## src/rtl/bod_pkg.sv

```systemverilog
package bod_pkg;
  typedef enum logic [1:0] {
    SRC_NONE = 2'd0,
    SRC_ROM  = 2'd1,
    SRC_RAM  = 2'd2
  } rd_src_e;
endpackage

```

## src/rtl/bod_overlay_latch.sv

```systemverilog
module bod_overlay_latch #(
  parameter int N_W      = 3,
  parameter int CLR_CODE = 4
) (
  input  logic           clk,
  input  logic           rst,
  input  logic           out_stb,
  input  logic [N_W-1:0] nline,
  output logic           overlay
);
  localparam logic [N_W-1:0] CLR_VAL = N_W'(CLR_CODE);

  always_ff @(posedge clk) begin
    if (rst) begin
      overlay <= 1'b1;
    end else if (out_stb && (nline == CLR_VAL)) begin
      overlay <= 1'b0;
    end
  end
endmodule

```

## src/rtl/bod_addr_decode.sv

```systemverilog
module bod_addr_decode
  import bod_pkg::*;
#(
  parameter int          ADDR_W      = 16,
  parameter int          ROM_AW      = 9,
  parameter int          RAM_AW      = 13,
  parameter logic [15:0] ROM_HI_BASE = 16'h8000
) (
  input  logic [ADDR_W-1:0] addr,
  input  logic              rd_en,
  input  logic              wr_en,
  input  logic              overlay,
  output rd_src_e           src,
  output logic              wr_hit
);
  localparam int ROM_TAG_W = ADDR_W - ROM_AW;
  localparam int RAM_TAG_W = ADDR_W - RAM_AW;
  localparam logic [ROM_TAG_W-1:0] HI_TAG = ROM_HI_BASE[ADDR_W-1:ROM_AW];

  logic hi_hit, low_hit, ram_hit, rd_only;

  always_comb begin
    hi_hit  = (addr[ADDR_W-1:ROM_AW] == HI_TAG);
    low_hit = overlay && (addr[ADDR_W-1:ROM_AW] == '0);
    ram_hit = (addr[ADDR_W-1:RAM_AW] == {RAM_TAG_W{1'b0}});
    rd_only = rd_en && !wr_en;
    wr_hit  = wr_en && ram_hit;
    if (!rd_only)              src = SRC_NONE;
    else if (hi_hit || low_hit) src = SRC_ROM;
    else if (ram_hit)          src = SRC_RAM;
    else                       src = SRC_NONE;
  end
endmodule

```

## src/rtl/bod_read_mux.sv

```systemverilog
module bod_read_mux
  import bod_pkg::*;
#(
  parameter int DATA_W = 8
) (
  input  rd_src_e           src,
  input  logic [DATA_W-1:0] rom_rdata,
  input  logic [DATA_W-1:0] ram_rdata,
  output logic [DATA_W-1:0] rdata
);
  always_comb begin
    case (src)
      SRC_ROM: rdata = rom_rdata;
      SRC_RAM: rdata = ram_rdata;
      default: rdata = {DATA_W{1'b1}};
    endcase
  end
endmodule

```

## src/rtl/boot_overlay_decoder.sv

```systemverilog
module boot_overlay_decoder
  import bod_pkg::*;
#(
  parameter int          ADDR_W      = 16,
  parameter int          DATA_W      = 8,
  parameter int          ROM_AW      = 9,
  parameter int          RAM_AW      = 13,
  parameter int          N_W         = 3,
  parameter int          CLR_CODE    = 4,
  parameter logic [15:0] ROM_HI_BASE = 16'h8000
) (
  input  logic              clk,
  input  logic              rst,
  input  logic [ADDR_W-1:0] addr,
  input  logic              rd_en,
  input  logic              wr_en,
  input  logic [N_W-1:0]    nline,
  input  logic              out_stb,
  input  logic [DATA_W-1:0] rom_rdata,
  input  logic [DATA_W-1:0] ram_rdata,
  output logic              rom_cs,
  output logic              ram_cs,
  output logic              ram_we,
  output logic [DATA_W-1:0] rdata
);
  logic    overlay;
  rd_src_e src;
  logic    wr_hit;

  bod_overlay_latch #(.N_W(N_W), .CLR_CODE(CLR_CODE)) latch_i (
    .clk(clk), .rst(rst), .out_stb(out_stb), .nline(nline), .overlay(overlay)
  );

  bod_addr_decode #(
    .ADDR_W(ADDR_W), .ROM_AW(ROM_AW), .RAM_AW(RAM_AW), .ROM_HI_BASE(ROM_HI_BASE)
  ) dec_i (
    .addr(addr), .rd_en(rd_en), .wr_en(wr_en), .overlay(overlay),
    .src(src), .wr_hit(wr_hit)
  );

  bod_read_mux #(.DATA_W(DATA_W)) mux_i (
    .src(src), .rom_rdata(rom_rdata), .ram_rdata(ram_rdata), .rdata(rdata)
  );

  assign rom_cs = (src == SRC_ROM);
  assign ram_cs = (src == SRC_RAM) || wr_hit;
  assign ram_we = wr_hit;
endmodule

```

## config.mk

```make
export PLATFORM = sky130hd
export DESIGN_NAME = boot_overlay_decoder
export DESIGN_NICKNAME = d
export VERILOG_FILES = /design/src/rtl/bod_pkg.sv /design/src/rtl/bod_overlay_latch.sv /design/src/rtl/bod_addr_decode.sv /design/src/rtl/bod_read_mux.sv /design/src/rtl/boot_overlay_decoder.sv
export SDC_FILE = /design/constraint.sdc
export NUM_CORES = 1
export LEC_CHECK = 0
export BUFFER_PORTS_ARGS = -buffer_cell sky130_fd_sc_hd__buf_2
export CORE_AREA = 2 2 39 41
export CTS_CLUSTER_DIAMETER = 100
export DETAILED_ROUTE_END_ITERATION = 8
export DIE_AREA = 0 0 41 43
export PLACE_DENSITY = 0.68
export SLEW_MARGIN = 20
export SYNTH_ARGS = -nofsm -noshare
export SYNTH_HDL_FRONTEND = slang
export SYNTH_SLANG_ARGS = --single-unit
```

## constraint.sdc

```tcl
create_clock -name clk -period 1.8 [get_ports clk]
set_clock_uncertainty 0.15 [all_clocks]
set_input_delay 0.09 -clock clk [delete_from_list [all_inputs] [get_ports clk]]
set_output_delay 0.09 -clock clk [all_outputs]
set_load 0.1 [all_outputs]
```

==> flow_summary.toml <==
[synthesis]
synth_area_um2 = 232.7
synth_warnings = 0
ys_types = 15
ys.flop_type = "dfxtp_1"
synth.most_common_cell = "a221o_1"
async_flop_share = 0
synth_seq_cells = 1
netlist_instances = 25
synth_top_area_cell = "a221o_1"
synth_nets = 67
seq_area_frac_synth = 0.08602
netlist_top_cells_area = "a221o_1 34%, ha_1 11%, dfxtp_1 8.6%"
ys_top_cells_by_count = "8 x a221o_1, 3 x clkbuf_1, 2 x ha_1"
synth_edf_count = 0
post_synth.cell_area_avg_um2 = 9.309
synth_top_area_frac = 0.3441

[placed_design]
port-buffer-count = 41
gp_congestion = 0.6923
dp.cells = 89
pre_cts_slack_ns = -0.5569
dp_hpwl_um = 1069

[worst_setup_path]
cp.arrival_ns = 1.96
timing.rr.start = "latch_i.overlay$_SDFFE_PP1P_"
end_kind = "output port"
timing.rr.end = "latch_i.overlay$_SDFFE_PP1P_"
critPathMaxFanout = 9
cp_slowest_cell = "or4b_4"
crit_type = "input pin to output port"
slowest_delay_ns = 0.56
path_buf_inv = 2
critPathLaunchType = "input pin"
r2r_slack_ns = 0.98
path_delay_family = "simple AND/OR/NAND/NOR gates"
required_ns = 1.56
cp_cell_sequence = "buf_6 > or4b_4 > or3b_4 > ha_4 > a221o_4 > buf_12"
ff2ff_path_depth = 2

[min_path]
hp-class = "input pin to register"
whs_path_depth = 2
hold_end = "latch_i.overlay$_SDFFE_PP1P_"
holdCritStartpoint = "rst"

[die]
core_area_mm2 = 0.001384
dieArea_mm2 = 0.001763
start_util = 0.1682
rows = 14
io_pins = 51
dieWidth_um = 41
die_h_um = 43

[clock_tree]
ctsHoldBuffers = 0
clock_latency_ns = 0
clk_pin_slew_ns = 0

[drt]
wl_per_cell_um = 14.83
drt_pre_antenna_iters = 4
antenna_left = 0
drc = 0
via_count = 461
drt-vias-per-instance = 5.011
totalWireLength_um = 1364
drt_iter0_markers = 2

[global_route]
grt.total_usage = 0.1713
grt_pass1_vias = 498
grt_max_degree = 10
grt_overflow = 0
grt_pass1_wl_um = 2042
antenna_found_initial = 0

[sta]
fmax_mhz = 455.1
setup_tns_ns = -3.577
slew_violations = 0
hold_viol_final = 0
tightest_slew_ns = 0.4873
rsz0062_at_grt = "true"
fin_crit_sh = 1.221
timing.hold.ws_ns = 0.1125
finalSetupViolCount = 10
relSlewSlack = 0.6774
timing.final.crit_period_ns = 2.197
setup_slack_ns = -0.3973

[power_and_ir_drop]
p_leak_nw = 0.3906
finalPower_mw = 0.1635
powerDensity_mw_per_mm2 = 187.7
ir_drop_v = 0.0001294

[run_status]
outcome = "complete, but fails checks"
violations = "setup timing"

[layout]
layout.cells.non_filler = 92
largest_reg_flops = 1
antenna_cells = 0
drive_gt1_frac = 0.9079
n_fill_cell = 105
top_register = "latch_i.overlay"
area_growth_pct = 274.2
layout.nets = 120
reg_top3 = "latch_i.overlay x1"

[flow_run]
cap_violations = 0
==> area by class of cell <==
cell class	instances	area (um^2)	share of cell area
Multi-Input combinational cell	21	341.6	0.3922
Sequential cell	1	20.02	0.02299
Tap cell	16	20.02	0.02299
Timing Repair Buffer	54	489.2	0.5618
==> kinds of logic after synthesis <==
family	share of synthesized area
buffers and inverters	0.04838
AOI/OAI and AO/OA	0.4463
adders and majority gates	0.1075
DFF	0.08602
and+or+nand+nor	0.3118
==> power by group <==
group	switching (mW)	total, mW	leakage, nW	internal (mW)
sequential	0.000358	0.0238	0.00817	0.0234
clock	0	0	0	0
combinational	0.0711	0.140	0.382	0.0685
total	0.0715	0.163	0.391	0.0920
==> worst reg2reg max path, cell delays in order (launching register included) <==
cell	delay (ns)
dfxtp_1	0.29
buf_4	0.13
a21o_1	0.14
==> routing by layer <==
| layer | up-vias | share of wire | track usage |
|---|---|---|---|
| met1 | 204 | 0.29 | 0.1310 |
| met3 | 0 | 0.11 | 0.005236 |
| met4 | 0 | 0 | 0 |
| met5 | - | 0 | 0 |
| li1 | 216 | - | - |
| met2 | 41 | 0.60 | 0.4031 |
==> cell usage in the layout (no fill, tap or decap) <==
cell type  netlist  layout
nor2_1           1       1
buf_6            0       5
ha_4             0       2
buf_12           0      11
or4b_4           1       1
nor4_1           1       1
dfxtp_1          1       1
or3b_4           0       1
a221o_4          0       8
a211oi_1         1       1
buf_2            0      29
nand4bb_1        1       1
a211o_1          1       1
or2_4            0       1
nor4b_4          0       1
buf_4            0       9
a21o_1           1       1
nor3b_4          0       1
==> worst max path at each step <==
stage | from | to | slack (ns) | cells past startpoint
6_report | wr_en | rdata[6] | -0.40 | 6
5_1_grt | wr_en | rdata[2] | -0.44 | 6
4_1_cts | wr_en | rdata[3] | -0.39 | 6
3_5_place_dp | wr_en | rdata[3] | -0.56 | 6
3_3_place_gp | wr_en | rdata[6] | -0.53 | 6
2_1_floorplan | wr_en | rdata[0] | -0.32 | 5
==> through the flow <==
stage	util	cell area (um^2)
finish	0.6293	870.8
global placement	0.4864	673.1
detailed placement	0.4864	673.1
global route	0.6293	870.8
floorplan	-	375.4
CTS	0.6410	887.1
==> what timing repair did <==
| action | in CTS | in global routing |
|---|---|---|
| setup endpoints to repair | 10 | 10 |
| buffers inserted | 5 | 1 |
| gates cloned | 0 | 0 |
| pin swaps | 1 | 0 |
| resized for setup | 42 | 2 |
Note: power is estimated with default switching activity, not from simulation.
